[config.mk]
export PLATFORM = sky130hd
export DESIGN_NAME = burst_addr_gen
export DESIGN_NICKNAME = d
export VERILOG_FILES = /design/src/rtl/bag_pkg.sv /design/src/rtl/bag_ctrl.sv /design/src/rtl/bag_beat.sv /design/src/rtl/bag_order.sv /design/src/rtl/burst_addr_gen.sv
export SDC_FILE = /design/constraint.sdc
export NUM_CORES = 1
export LEC_CHECK = 0
export BUFFER_PORTS_ARGS = -buffer_cell sky130_fd_sc_hd__buf_4
export CORE_UTILIZATION = 45
export CTS_CLUSTER_SIZE = 12
export DETAILED_ROUTE_END_ITERATION = 10
export GPL_ROUTABILITY_DRIVEN = 0
export PLACE_DENSITY = 0.78
export SETUP_SLACK_MARGIN = 0.15
export SYNTH_ARGS = -nofsm -noshare
export SYNTH_HDL_FRONTEND = slang
export SYNTH_HIERARCHICAL = 1
export SYNTH_SLANG_ARGS = --single-unit
export TNS_END_PERCENT = 30
[constraint.sdc]
create_clock -name clk -period 1.4 [get_ports clk]
set_input_delay 0.21 -clock clk [delete_from_list [all_inputs] [get_ports clk]]
set_output_delay 0.21 -clock clk [all_outputs]
set_load 0.005 [all_outputs]
[src/rtl/bag_pkg.sv]
package bag_pkg;

  typedef enum logic [1:0] {
    CMD_NONE = 2'd0,
    CMD_LOAD = 2'd1,
    CMD_STEP = 2'd2,
    CMD_STOP = 2'd3
  } cmd_e;

  function automatic cmd_e decode_cmd(input logic en, input logic adv,
                                      input logic sel, input logic active);
    if (!en)       return CMD_NONE;
    else if (!adv) return sel ? CMD_LOAD : CMD_STOP;
    else if (active) return CMD_STEP;
    else           return CMD_NONE;
  endfunction

endpackage

[src/rtl/bag_ctrl.sv]
module bag_ctrl
  import bag_pkg::*;
#(
  parameter int ADDR_W = 17
) (
  input  logic              clk,
  input  logic              rst_n,
  input  logic              clk_en,
  input  logic              ld_adv,
  input  logic              sel,
  input  logic [ADDR_W-1:0] ext_addr,
  output cmd_e              cmd,
  output logic [ADDR_W-1:0] base,
  output logic              active
);

  assign cmd = decode_cmd(clk_en, ld_adv, sel, active);

  always_ff @(posedge clk) begin
    if (!rst_n) begin
      base   <= '0;
      active <= 1'b0;
    end else begin
      unique case (cmd)
        CMD_LOAD: begin
          base   <= ext_addr;
          active <= 1'b1;
        end
        CMD_STOP: active <= 1'b0;
        default:  ;
      endcase
    end
  end

  a_r2_load_capture: assert property (@(posedge clk) disable iff (!rst_n)
    (clk_en && !ld_adv && sel) |=> (active && base == $past(ext_addr)));

  a_r6_enable_freeze: assert property (@(posedge clk) disable iff (!rst_n)
    !clk_en |=> ($stable(base) && $stable(active)));

  a_r7_stop_closes: assert property (@(posedge clk) disable iff (!rst_n)
    (clk_en && !ld_adv && !sel) |=> (!active && $stable(base)));

  a_r8_idle_advance: assert property (@(posedge clk) disable iff (!rst_n)
    (clk_en && ld_adv && !active) |=> (!active && $stable(base)));

endmodule

[src/rtl/bag_beat.sv]
module bag_beat
  import bag_pkg::*;
#(
  parameter int BEAT_W = 2
) (
  input  logic              clk,
  input  logic              rst_n,
  input  cmd_e              cmd,
  output logic [BEAT_W-1:0] beat
);

  localparam logic [BEAT_W-1:0] LAST = {BEAT_W{1'b1}};

  always_ff @(posedge clk) begin
    if (!rst_n)               beat <= '0;
    else if (cmd == CMD_LOAD) beat <= '0;
    else if (cmd == CMD_STEP) beat <= beat + 1'b1;
  end

  a_r2_beat_zero: assert property (@(posedge clk) disable iff (!rst_n)
    (cmd == CMD_LOAD) |=> (beat == '0));

  a_r3_beat_step: assert property (@(posedge clk) disable iff (!rst_n)
    (cmd == CMD_STEP && beat != LAST) |=> (beat == BEAT_W'($past(beat) + 1'b1)));

  a_r5_beat_wrap: assert property (@(posedge clk) disable iff (!rst_n)
    (cmd == CMD_STEP && beat == LAST) |=> (beat == '0));

  a_r6_beat_hold: assert property (@(posedge clk) disable iff (!rst_n)
    (cmd == CMD_NONE || cmd == CMD_STOP) |=> $stable(beat));

endmodule

[src/rtl/bag_order.sv]
module bag_order #(
  parameter int BEAT_W = 2
) (
  input  logic [BEAT_W-1:0] start,
  input  logic [BEAT_W-1:0] beat,
  input  logic              ilv,
  output logic [BEAT_W-1:0] low
);

  logic [BEAT_W-1:0] lin_low;
  logic [BEAT_W-1:0] xor_low;

  assign lin_low = start + beat;

  for (genvar i = 0; i < BEAT_W; i++) begin : g_xor
    assign xor_low[i] = start[i] ^ beat[i];
  end

  assign low = ilv ? xor_low : lin_low;

endmodule

[src/rtl/burst_addr_gen.sv]
module burst_addr_gen
  import bag_pkg::*;
#(
  parameter int ADDR_W = 17,
  parameter int BEAT_W = 2
) (
  input  logic              clk,
  input  logic              rst_n,
  input  logic              clk_en,
  input  logic              ld_adv,
  input  logic              sel,
  input  logic              ilv_mode,
  input  logic [ADDR_W-1:0] ext_addr,
  output logic [ADDR_W-1:0] word_addr,
  output logic              burst_on
);

  cmd_e              cmd;
  logic [ADDR_W-1:0] base;
  logic [BEAT_W-1:0] beat;
  logic [BEAT_W-1:0] low;

  bag_ctrl #(.ADDR_W(ADDR_W)) u_ctrl (
    .clk(clk), .rst_n(rst_n), .clk_en(clk_en), .ld_adv(ld_adv),
    .sel(sel), .ext_addr(ext_addr), .cmd(cmd), .base(base), .active(burst_on)
  );

  bag_beat #(.BEAT_W(BEAT_W)) u_beat (
    .clk(clk), .rst_n(rst_n), .cmd(cmd), .beat(beat)
  );

  bag_order #(.BEAT_W(BEAT_W)) u_order (
    .start(base[BEAT_W-1:0]), .beat(beat), .ilv(ilv_mode), .low(low)
  );

  assign word_addr = {base[ADDR_W-1:BEAT_W], low};

  a_r5_upper_fixed: assert property (@(posedge clk) disable iff (!rst_n)
    !(clk_en && !ld_adv && sel) |=> $stable(word_addr[ADDR_W-1:BEAT_W]));

  a_r2_load_address: assert property (@(posedge clk) disable iff (!rst_n)
    (clk_en && !ld_adv && sel) |=> (word_addr == $past(ext_addr)));

endmodule

After elaboration in Yosys (flattened, before gate mapping)
Cells that the tools add are included.
Widths: inputs -> output; s select.

word-level totals
  register bits = 20
  input port bits = 23
  output and inout bits = 18
  logic and storage cells = 19

operators by class
  add/subtract/negate cells = 2
  equality and inequality tests = 3
  muxes and demuxes = 6
  bitwise gates (word level) = 3
  reductions and logical operators = 2

operator list
  kind                 count
  $mux 2               5
  $eq 2x2->1 const B   2
  $add 2x1->2 const B  1
  $add 2x2->2          1
  $eq 2x1->1 const B   1
  $pmux 1 s2           1
  $reduce_bool 2->1    1
  $reduce_or 2->1      1
  $xor 1x1->1          2
  $not 1->1            1

Longest topological paths before layout
Gate-level depths: netlist of run 1.

  word-level depth = 5
  gate-level depth with buffers = 6
  gate-level depth less buffers = 6

Cells and area by module
The synthesis of run 1 kept the hierarchy.

by module, submodules not included
  module     instances  cells each  area an instance (µm²)  seq. area each (µm²)
  bag_ctrl   1          83          788.3                   360.3
  bag_beat   1          11          105.1                   40.0
  bag_order  1          4           36.3                    0.0

Worst setup path before layout of run 1
OpenSTA, ideal clock, no wires.

  path type = flip-flop to flip-flop
  start = reg u_ctrl.active
  end = reg u_beat.beat[1]
  setup time = 0.124 ns
  arrival = 1.015 ns
  required time = 1.276 ns
  slack = 0.261 ns
  cell stages (with the launch flop) = 7
  path buffers = 0
  period minus slack after synthesis = 1.139 ns
  cells stage by stage = dfxtp_1 > nand2_1 > o21ai_0 > and2_1 > and4bb_2 > a31oi_1 > a21boi_0

between the ends
  cells in the longest elaborated chain, start to end = 5
  elaborated cells on any way between the ends = 6
  those cells by class = eq/ne: 2; mux: 3; reduce/logical: 1

RTL lines
  what                              RTL line              source
  start: declaration                bag_ctrl.sv:14        output logic active
  start signal: assignment          bag_ctrl.sv:22        active <= 1'b0;
  start signal: assignment          bag_ctrl.sv:27        active <= 1'b1;
  start signal: assignment          bag_ctrl.sv:29        CMD_STOP: active <= 1'b0;
  $mux 2 (*)                        bag_pkg.sv:14         else if (active) return CMD_STEP;
  $mux 2 (*)                        bag_pkg.sv:13         else if (!adv) return sel ? CMD_LOAD : CMD_STOP;
  $mux 2 (*)                        bag_pkg.sv:12         if (!en) return CMD_NONE;
  named net cmd[1]                  burst_addr_gen.sv:18  cmd_e cmd;
  $eq 2x1->1                        bag_beat.sv:16        else if (cmd == CMD_LOAD) beat <= '0;
  $reduce_or 2->1 (no source line)  --
  end signal: assignment            bag_beat.sv:17        else if (cmd == CMD_STEP) beat <= beat + 1'b1;
  end: declaration                  bag_beat.sv:9         output logic [BEAT_W-1:0] beat

Mark *: on every way through the listed nets, which the timed path passes. The rest lies on a longest branch.
A chain may end at the register's enable or synchronous reset.

Final worst setup path of run 1
  start = reg u_ctrl.base[0]
  end = out word_addr[1]

between the ends
  cells in the longest elaborated chain, start to end = 2

RTL lines
  what                      RTL line              source
  start: declaration        bag_ctrl.sv:13        output logic [ADDR_W-1:0] base,
  start signal: assignment  bag_ctrl.sv:26        base <= ext_addr;
  $add 2x2->2               bag_order.sv:13       assign lin_low = start + beat;
  $mux 2                    bag_order.sv:19       assign low = ilv ? xor_low : lin_low;
  end: declaration          burst_addr_gen.sv:14  output logic [ADDR_W-1:0] word_addr,

Every way passes these cells.

==> results of run 1 <==
-- sequential cells by signal, indices dropped and copies added, names as in the netlist --
name and cells:
u_beat/beat 2, u_ctrl/active 1, u_ctrl/base 17
-- what timing repair did --
action | in CTS | in global routing
pin swaps | 2 | 1
buffers inserted | 1 | 0
setup endpoints to repair | 2 | 3
gates resized for setup | 4 | 8
endpoints found under the hold margin | 0 | 0
cloned | 0 | 0
-- layout by cell type (no fill, tap or decap), drive strengths merged --
cell type,count
a21boi,2
a21oi,1
a31oi,1
and2,1
and2b,1
and4bb,1
buf,42
clkbuf,4
dfxtp,20
ha,1
nand2,19
nand2b,1
nand3,17
nand3b,2
nor2b,2
nor3b,1
o21ai,18
xnor2,3
-- tightest hold or removal path, cell delays in order --
cell and delay, ns:
buf_4 0.08, nand2_1 0.05, o21ai_2 0.09
-- cells by family (layout without fill, tap and decap cells) --
family / after synthesis / in the layout / share of synthesized area
XOR/XNOR: 3 / 3 / 0.02827
adder cells (fa/ha/maj): 1 / 1 / 0.01346
AO/OA/AOI/OAI: 22 / 22 / 0.1978
buffers and inverters: 7 / 46 / 0.06191
AND/OR/NAND/NOR: 45 / 45 / 0.2678
flip-flops: 20 / 20 / 0.4307
-- area by class of cell --
cell class,count,share of cell area
Tap cell,27,0.02594
Multi-Input combinational cell,71,0.3910
Timing Repair Buffer,42,0.2450
Sequential cell,20,0.3103
Clock buffer,4,0.02786
-- worst paths after layout --
check / startpoint / endpoint / slack, ns / cells after the start
setup / recovery: u_ctrl/base[0] / word_addr[1] / 0.02 / 4
hold / removal: ext_addr[16] / u_ctrl/base[16] / 0.15 / 3
setup reg to reg: u_ctrl/active / u_beat/beat[1] / 0.20 / 6
hold reg to reg: u_ctrl/base[7] / u_ctrl/base[7] / 0.46 / 2
-- metrics by stage --
| stage | total power [mW] | utilization | area, um^2 |
|---|---|---|---|
| 2_1_floorplan | 0.7027 | - | 929.6 |
| 3_3_place_gp | 0.7771 | 0.6250 | 1214 |
| 3_5_place_dp | 0.7833 | 0.6250 | 1214 |
| 4_1_cts | 1.118 | 0.6534 | 1269 |
| 5_1_grt | 1.168 | 0.6707 | 1303 |
| 6_report | 1.111 | 0.6707 | 1303 |
-- power by group --
part           internal [mW]  leakage [nW]  switching, mW
clock                  0.159        0.0210          0.172
sequential             0.589         0.164         0.0120
combinational          0.100         0.382         0.0788
total                  0.848         0.567          0.263
-- layer usage --
metal	vias up	wire [um]	part of all wire	global-route usage
met1	352	758	0.43	0.1967
met2	22	895	0.51	0.2904
li1	418	-	-	-
met4	0	38	0.021	0.1200
met5	-	0	0	0
met3	4	76	0.043	0.02642
==> flow_results.org, run 1 <==
** Run
- Across the run, the number of max-cap violations was 0.

** Routing
- Final WL :: 1769 um
- # DRC :: 0
- The detail route stage leaves a number of antenna-violating nets equal to 0.
- The first TritonRoute pass finished after 5 iterations.
- Using the TritonRoute via totals, the vias-per-cell ratio works out to 4.854.
- Final routed wire length divided by cell count :: 10.79 um
- Initial DRC count :: 6
- Summing over every cut layer, the via total after detailed routing is 796.

** Synthesis
- Synthesis handed over a netlist of 98 instances.
- In the synthesized netlist, the cells that appear most often are dfxtp_1, nand2_1, o21ai_2.
- Counting flops with an async set or reset pin after synthesis yields a share of 0.
- The Yosys step of the flow raised 6 warnings.
- The biggest area contributor in the post-synthesis netlist is dfxtp_1.
- Total of flip-flops plus latches after synthesis :: 20
- By instance count, the leading cell after synthesis is dfxtp_1.
- Yosys mapped a number of flops with a built-in enable equal to 0.
- Ranked by total cell area, the synthesized netlist is headed by dfxtp_1, o21ai_2, nand3_1.
- Number of different library cells in the post-synthesis netlist :: 23
- Post-synthesis instance area :: 929.6 um^2
- Share of synthesized area occupied by flip-flops and latches :: 0.4307
- Average cell area after synthesis :: 9.486 um^2
- Of the post-synthesis cell area, the dominant cell type holds 0.4307.
- The number of nets handed over by synthesis was 122.
- The most used flip-flop cell after synthesis is dfxtp_1.

** Final layout
- The number of antenna diodes in the final layout is 0.
- The filler cells instantiated in the layout total 172.
- At the end of the flow, the number of nets in the layout was 162.
- In the final layout, flip-flops and latches occupy 404.1 um^2.
- Area growth from synthesis to layout :: 40.11%
- Final cell count without fillers :: 164
- Area used by multi-input combinational logic :: 509.2 um^2
- Fraction of final layout cells sized beyond drive strength 1 :: 0.5620

** Placement
- Worst Setup Slack post-DPL :: 0.1488 ns
- In this run the tool buffered the top-level ports with 40 buffer cells.
- # placed instances :: 159
- Half-perimeter wire length of the detailed placement result :: 1248 um

** Global route
- Number of antenna violations at the first check in global routing :: 0
- Overall Global Routing Usage :: 0.1714
- Global-route wire length before repair :: 2663 um
- Vias in the first global route :: 665
- After global routing the overflow that remains totals 0.
- Entering global routing, the biggest net connects 38 pins.

** STA
- Post-route fraction of the period consumed by the critical path :: 0.9822
- Hold violation total from the final report :: 0
- Final hold analysis gives a worst-case slack of 0.1460 ns.
- Headroom to the max-slew limit :: 0.6979
- Total negative setup slack :: 0 ns
- Final number of setup-violating endpoints :: 0
- Final-report max-slew violation count :: 0
- On the final layout, the worst clock skew is 0.003971 ns.
- Setup slack on the critical path of the routed design comes to 0.02496 ns.
- Transition time at the pin with the least slew margin :: 0.4532 ns
- Final period demand of the worst path :: 1.375 ns
- For this run, the top clock speed supported by timing is 727.3 MHz.
- Unrepaired setup endpoints after global routing :: yes

** Worst setup path
- Worst-path fanout max :: 2
- Arrival time of the worst setup path :: 1.17 ns
- Largest stage delay, worst path :: 0.35 ns
- Data required time of the critical path :: 1.19 ns
- CP bufs+invs :: 1
- Critical Path Sink Type :: output port
- The kind of cell with the highest combined delay along the critical path is flip-flops.
- Startpoint-to-endpoint class of the critical path :: reg -> out
- Cells traversed along the worst timing path :: ha_4 > nor2b_4 > xnor2_2 > buf_4
- The slowest stage of the critical path belongs to the cell dfxtp_2.
- Startpoint type of the worst setup path :: register

** Pwr
- The analysis attributes to cell leakage a power of 0.5673 nW.
- Largest voltage drop on the vdd net :: 0.5602 mV
- Pwr Density :: 852.6 nW/um^2

** Clock network
- The clock reaches the later pin of the worst-skew pair after 0.30 ns.
- TritonCTS clock tree :: built
- Number of clock buffers inserted by TritonCTS :: 3
- Library cell used as clock root buffer :: clkbuf_4
- Bufs on Longest Clock Path :: 2
- After clock tree synthesis, the clock-pin slew on the worst setup and hold paths is 0.11 ns.
- The clock drives 20 sinks.
- CTS built an H-tree with a depth of 1.
- Quantity of hold-fixing buffers added after cts :: 0

** Hold path
- The worst hold path belongs to the class in -> reg.

** Die
- Die Footprint :: 2252 um^2
- In this run the count of I/O pins placed on the die edge is 41.
- Die width :: 47.45 um
- Placement Rows :: 16
- The initial utilization of the core area, before any placement, comes to 0.4787.
- In this run the standard cell core region covers 1942 um^2.
- The die is 47.45 um tall.

** Run status
- The flow ran to the end, and the final reports show no timing, DRC or antenna violations.
No activity file was read; power rests on OpenSTA's default activity.
==> run 2: changes to the inputs <==
Settings changed: CORE_UTILIZATION 45 to 40, PLACE_DENSITY 0.78 to 0.7, SYNTH_HIERARCHICAL 1 to unset.
==> flow_results.org, run 2 <==
** Clock network
- The number of clock buffers inserted by TritonCTS was 3 (unchanged).
- The latest clock arrival within the worst-skew pair is 0.30 ns (about the same).
- Library cell used as clock root buffer :: clkbuf_4
- TritonCTS clock tree :: built
- The number of levels in the clock H-tree was 1 (unchanged).
- Number of sinks on the clock net :: 20 (unchanged)
- The post-CTS clock slew at the launch and capture registers of the worst setup and hold paths came to 0.11 ns (about the same).
- The buffer depth of the longest clock path is 2 (unchanged).

** Die
- The core box area was 2233 um^2 (+15%).
- The effective utilization at floorplan is 0.4308 (-0.04793).
- The standard-cell row count came to 17 (+1).
- Die width :: 51.05 um (+7.6%)
- The area of the die came to 2606 um^2 (+16%).
- The number of ports placed on the die boundary is 41 (unchanged).
- Vertical die dimension :: 51.05 um (+7.6%)

** Final layout
- The ratio of cells with drive above 1 in the final layout came to 0.5328 (-0.02920).
- Leaving out fill and tap cells, the most frequent cells in the layout are buf_4, nand2_1, dfxtp_1.
- The number of inserted diodes is 0 (unchanged).
- Fillers :: 217 (+26%)
- Most common cell after layout, fill and taps aside :: buf_4
- Total Nets Final :: 162 (unchanged)
- Area growth from synthesis to layout :: 29.65%
- The register with the most flip-flops in the final layout is u_ctrl.base.
- Largest register FFs :: 17 (unchanged)
- The largest registers in the layout are u_ctrl.base: 17 flops, u_beat.beat: 2 flops, u_ctrl.active: 1 flops.
- Final cell count without fillers :: 165 (+0.61%)

** STA
- Total negative setup slack :: 0 ns (unchanged)
- The final-report hold violation count came to 0 (unchanged).
- The transition at the pin with the smallest max-transition slack came to 0.3916 ns (-0.06159 ns).
- Headroom to the max-slew limit :: 0.7375 (+0.03966)
- Final worst-path setup slack :: 0.02156 ns (-0.003395 ns)
- The final setup violation count is 0 (unchanged).
- Setup repair after global routing could not meet its margin everywhere.
- Worst Skew :: 0.006491 ns (+0.002520 ns)
- The number of max-slew violations in the final report came to 0 (unchanged).
- Final period demand of the worst path :: 1.378 ns (+0.003395 ns)
- Post-route fraction of the period consumed by the critical path :: 0.9846 (+0.002425)
- The fmax is 725.5 MHz (-0.25%).
- The final-layout worst hold slack is 0.1357 ns (-0.01021 ns).

** Worst setup path
- Worst-path fanout max :: 2 (unchanged)
- Number of cell instances on the worst register-to-register path :: 4 (-2)
- The arrival time reported for the critical path endpoint came to 1.17 ns (about the same).
- STA classifies the critical path endpoint as an output port.
- Startpoint-to-endpoint class of the critical path :: reg -> out
- Data required time of the critical path :: 1.19 ns (about the same)
- Startpoint type of the worst setup path :: register

** Global route
- Maximum number of pins on one net before global-route repair :: 19 (-50%)
- Routing layer with the top usage in global route :: met2
- Global-route wire length before repair :: 3042 um (+14%)
- Overall Global Routing Usage :: 0.1560 (-0.01537)
- Number of antenna violations at the first check in global routing :: 0 (unchanged)
- The overflow left after global routing came to 0 (unchanged).
- Global-route met3 utilization :: 0.03571 (+0.009299)
- Vias in the first global route :: 738 (+11%)
- Global routing met2 resource utilization :: 0.2675 (-0.02287)
- The met1 usage was 0.1886 (-0.008077).

** Placement
- # placed instances :: 160 (+0.63%)
- The HPWL reported at the end of detailed placement came to 1308 um (+4.8%).
- The count of input and output buffers came to 40 (unchanged).
- The pre-CTS worst setup slack came to 0.2066 ns (+0.05784 ns).

** Routing
- Average vias per placed instance :: 4.624 (-4.7%)
- First-pass iteration count of the detailed router :: 4 (-1)
- Final WL :: 1756 um (-0.73%)
- The total vias in the final route is 763 (-4.1%).
- Initial DRC count :: 10 (+4)
- Post-detailed-route count of antenna-violating nets :: 0 (unchanged)
- # DRC :: 0 (unchanged)
- The average routed wire per standard cell came to 10.64 um (-1.3%).

** Synthesis
- Main flop type after synthesis :: dfxtp_1
- The mean area per synthesized cell was 8.747 um^2 (-7.8%).
- Number of different library cells in the post-synthesis netlist :: 22 (-4.3%)
- Largest area contributor in the synthesized netlist :: dfxtp_1
- Most common library cells after synthesis :: nand2_1, dfxtp_1, buf_4
- By instance count, the leading cell after synthesis is nand2_1.
- Total of flip-flops plus latches after synthesis :: 20 (unchanged)
- Synth Warn # :: 0 (-6)
- FFs w/ async S/R, synth :: 0 (unchanged)
- The number of synthesized flops with an enable pin was 0 (unchanged).
- The sequential fraction of the synthesis area was 0.4161 (-0.01456).
- The gate count after technology mapping was 110 (+12%).
- Post-synthesis instance area :: 962.2 um^2 (+3.5%)
- The total nets after synthesis is 134 (+9.8%).
- Area fraction of the dominant cell type after synthesis :: 0.4161 (-0.01456)
- Leading post-synthesis cells by cell area :: dfxtp_1, buf_4, nand2_1

** Pwr
- Pwr Density :: 872.5 nW/um^2 (+2.3%)
- Largest voltage drop on the vdd net :: 0.5592 mV (-0.18%)
- The leakage power is 0.5220 nW (-8.0%).
- Total Power Consumption :: 1.088 mW (-2.0%)

** Run
- The count of maximum capacitance violations came to 0 (unchanged).

** Hold path
- The worst hold path belongs to the class in -> reg.
- Hold Path Cell Cnt :: 3 (unchanged)

** Run status
- The flow ran to the end, and the final reports show no timing, DRC or antenna violations.
run 2: changes by cell type after synthesis, sizes merged, moves of 2 or more:
cell / change
clkbuf: +3
buf: +11
nand2: +16
a21oi: +17
inv: +2
nand3: -17
a21boi: -2
o21ai: -16
run 2: cell type report:
type	instances	area, um^2	share of cell area
multi-input cells	67	419.2	0.3360
flip-flops and latches	20	402.9	0.3230
repair buffers	44	346.6	0.2778
clock buffers	4	36.28	0.02909
well taps	28	35.03	0.02808
inverters	2	7.507	0.006018
run 2: per-layer routing:
metal,vias to the layer above,part of all wire
li1,395,-
met2,34,0.46
met1,331,0.44
met5,-,0
met3,3,0.089
met4,0,0.013
run 2: final timing paths:
check	end	start	slack [ns]
worst min register to register	u_ctrl.base[8]	u_ctrl.base[8]	0.46
worst max register to register	u_beat.beat[1]	u_beat.beat[0]	0.50
worst min-delay path	u_ctrl.base[2]	ext_addr[2]	0.14
worst max-delay path	word_addr[1]	u_beat.beat[0]	0.02
run 2: cell families (layout without fill, tap and decap cells):
group	after synthesis	count (layout)	synth area share
AOI/OAI and AO/OA	21	21	0.1456
xor gates and xnor gates	3	3	0.02731
adders and majority gates	1	1	0.01300
buffers and inverters	23	50	0.1769
DFF	20	20	0.4161
and+or+nand+nor	42	42	0.2211
run 2: critical path: stages (launching register included):
cell,delay (ns)
dfxtp_2,0.35
ha_4,0.15
nor2b_4,0.12
xnor2_2,0.12
buf_4,0.14
run 2: through the flow:
step | util | instance area [um^2]
floorplan | - | 962.2
global placement | 0.5238 | 1170
detailed placement | 0.5238 | 1170
CTS | 0.5552 | 1240
global route | 0.5585 | 1247
finish | 0.5585 | 1247
run 2: what timing repair did:
action,in CTS,in global routing
hold buffers,0,0
pin swaps,1,2
resized for setup,7,1
cloned,0,0
setup buffers,1,0
setup endpoints to repair,2,1
run 2: power by group:
| part | switching, mW | leakage, nW | internal (mW) |
|---|---|---|---|
| clock | 0.175 | 0.0210 | 0.159 |
| sequential | 0.0108 | 0.163 | 0.587 |
| combinational | 0.0660 | 0.338 | 0.0905 |
| total | 0.252 | 0.522 | 0.836 |
==> run 3: changes to the inputs <==
Settings changed: PLACE_DENSITY 0.7 to 0.69.
==> flow_results.org, run 3 (synthesis gave the netlist of run 2 again) <==
** Run status
- Run status :: finished clean

** Pwr
- The leakage power came to 0.5072 nW (-2.8%).
- The power spent charging and discharging nets came to 0.2367 mW (-6.1%).
- The switching share of power came to 0.2345 (+0.002959).
- Largest voltage drop on the vdd net :: 0.4785 mV (-14%)
- Pwr Density :: 829.0 nW/um^2 (-5.0%)
- The relative contribution of combinational cells to total power came to 0.149 (+0.005).
- The portion of total power attributed to sequential cells is 0.593 (+0.044).
- The cell-internal power came to 0.7725 mW (-7.6%).
- The portion of total power attributed to the clock network is 0.259 (-0.048).

** Die
- Area inside the core boundary :: 2233 um^2 (unchanged)
- The number of ports placed on the die boundary was 41 (unchanged).
- The effective utilization at floorplan was 0.4308 (unchanged).
- The height of the chip was 51.05 um (unchanged).
- Die Footprint :: 2606 um^2 (unchanged)
- The standard-cell row count came to 17 (unchanged).
- Die width :: 51.05 um (unchanged)

** Routing
- The count of unresolved DRC violations after routing is 0 (unchanged).
- The average routed wire per standard cell came to 10.72 um (+0.71%).
- The iteration count of the initial detailed-routing pass came to 3 (-1).
- The total vias in the final route came to 759 (-0.52%).
- Average vias per placed instance :: 4.656 (+0.70%)
- Post-detailed-route count of antenna-violating nets :: 0 (unchanged)
- Final WL :: 1747 um (-0.51%)
- The DRC violation total after the first TritonRoute iteration was 6 (-4).

** Worst setup path
- The required time at the worst-slack endpoint came to 1.19 ns (about the same).
- The worst setup path is launched from a register.
- CP bufs+invs :: 1 (unchanged)
- The peak per-stage delay on the critical path is 0.35 ns (about the same).
- Arrival time of the worst setup path :: 1.15 ns (-0.02 ns)
- Cells traversed along the worst timing path :: ha_4 > nor2b_4 > xnor2_2 > buf_4
- Worst-path fanout max :: 2 (unchanged)
- The critical path is of the reg -> out type.
- CP max stage cell :: dfxtp_2
- Critical Path Sink Type :: output port
- Top cell family by delay on the critical path :: flip-flops

** Final layout
- Most common cell after layout, fill and taps aside :: buf_4
- Fillers :: 224 (+3.2%)
- Fraction of final layout cells sized beyond drive strength 1 :: 0.5333 (about the same)
- The count of nets after finishing was 161 (-0.62%).
- Compared with the post-synthesis result, the final layout area differs by 26.53%.
- Antenna diodes :: 0 (unchanged)
- In the final layout, the registers with the most flip-flops are u_ctrl.base: 17 flops, u_beat.beat: 2 flops, u_ctrl.active: 1 flops.
- Most frequent cells in the layout :: buf_4, nand2_1, dfxtp_1
- Most flops, register :: u_ctrl.base
- The filler-free cell count of the finished design came to 163 (-1.2%).
- Largest register FFs :: 17 (unchanged)

** Global route
- The overflow left after global routing came to 0 (unchanged).
- Number of antenna violations at the first check in global routing :: 0 (unchanged)
- The overall routing resource usage is 0.1565 (+0.0005285).
- The wire length of the first global-routing pass was 3001 um (-1.3%).
- Vias in the first global route :: 741 (+0.41%)
- The pin count of the biggest net entering global routing was 21 (+2).

** STA
- The clock period minus worst slack was 1.365 ns (-0.01373 ns).
- Post-route fraction of the period consumed by the critical path :: 0.9748 (-0.009807)
- Headroom to the max-slew limit :: 0.7473 (+0.009756)
- The final setup violation count was 0 (unchanged).
- Total negative setup slack :: 0 ns (unchanged)
- The final-layout worst hold slack is 0.1467 ns (+0.01096 ns).
- The worst path setup slack after routing came to 0.03529 ns (+0.01373 ns).
- The clock skew after layout came to 0.004348 ns (-0.002143 ns).
- Hold violation total from the final report :: 0 (unchanged)
- Unrepaired setup endpoints after global routing :: yes
- Final-report max-slew violation count :: 0 (unchanged)
- The transition at the pin with the smallest max-transition slack is 0.3771 ns (-0.01456 ns).
- Timing-limited maximum frequency :: 732.8 MHz (+1.0%)

** Clock network
- The number of levels in the clock H-tree is 1 (unchanged).
- Number of clock buffers inserted by TritonCTS :: 3 (unchanged)
- TritonCTS clock tree :: built
- The post-CTS clock slew at the launch and capture registers of the worst setup and hold paths is 0.10 ns (about the same).
- The latest clock arrival within the worst-skew pair came to 0.30 ns (about the same).
- In this run the clock root is driven by a clkbuf_4.
- The buffer depth of the longest clock path is 2 (unchanged).
- The total number of clock tree sinks was 20 (unchanged).

** Run
- Number of maximum-capacitance violations :: 0 (unchanged)

** Placement
- The count of input and output buffers came to 40 (unchanged).
- The HPWL reported at the end of detailed placement is 1250 um (-4.4%).
- The number of cells in the design after placement is 159 (-0.63%).
- Worst Setup Slack post-DPL :: 0.2106 ns (+0.003980 ns)

** Hold path
- HP Class :: in -> reg
run 3: cell count changes in the layout (fill, tap and decap cells not counted):
cell and delta:
clkbuf_8 -1, buf_6 -1, xnor2_1 -1, buf_4 +1, buf_12 -1, xnor2_2 +1
run 3: per-layer routing:
layer / wire [um] / global-route usage / vias up
li1: - / - / 388
met1: 751 / 0.1682 / 339
met2: 838 / 0.2697 / 30
met3: 139 / 0.05952 / 2
met4: 19 / 0.06944 / 0
met5: 0 / 0 / -
run 3: power by group through the flow:
stage / Sequential, mW / Combinational, mW / Clock (mW)
2_1_floorplan: 0.608 / 0.0840 / 0
3_3_place_gp: 0.610 / 0.145 / 0
3_5_place_dp: 0.610 / 0.147 / 0
4_1_cts: 0.598 / 0.150 / 0.273
5_1_grt: 0.601 / 0.164 / 0.301
6_report: 0.598 / 0.150 / 0.261
run 3: final timing paths:
check / startpoint / end / slack, ns / cells after the start
worst min-delay path: ext_addr[0] / u_ctrl.base[0] / 0.15 / 3
worst min register to register: u_ctrl.base[8] / u_ctrl.base[8] / 0.47 / 2
worst max-delay path: u_ctrl.base[0] / word_addr[1] / 0.04 / 4
worst max register to register: u_beat.beat[0] / u_beat.beat[1] / 0.50 / 4
run 3: through the flow:
step | util | area (um^2) | total power, mW
4_1_cts | 0.5384 | 1202 | 1.021
6_report | 0.5451 | 1217 | 1.009
3_5_place_dp | 0.5148 | 1150 | 0.7574
2_1_floorplan | - | 962.2 | 0.6919
3_3_place_gp | 0.5148 | 1150 | 0.7546
5_1_grt | 0.5451 | 1217 | 1.066
run 3: area by class of cell:
cell class                 instances  area, um^2  area share
timing repair buffer              43       322.8      0.2652
clock buffer                       3       22.52     0.01850
inverter                           2       7.507    0.006166
multi-input combinational         67       426.7      0.3505
tap                               28       35.03     0.02878
sequential                        20       402.9      0.3309
run 3: tightest hold or removal path: stages:
cell and delay [ns]:
buf_4 0.11, nand2_2 0.05, a21oi_2 0.04
run 3: timing repair:
item	CTS	global route
buffers inserted	1	0
hold buffers	0	0
setup endpoints to repair	2	1
resized for setup	6	2
pin swaps	1	1
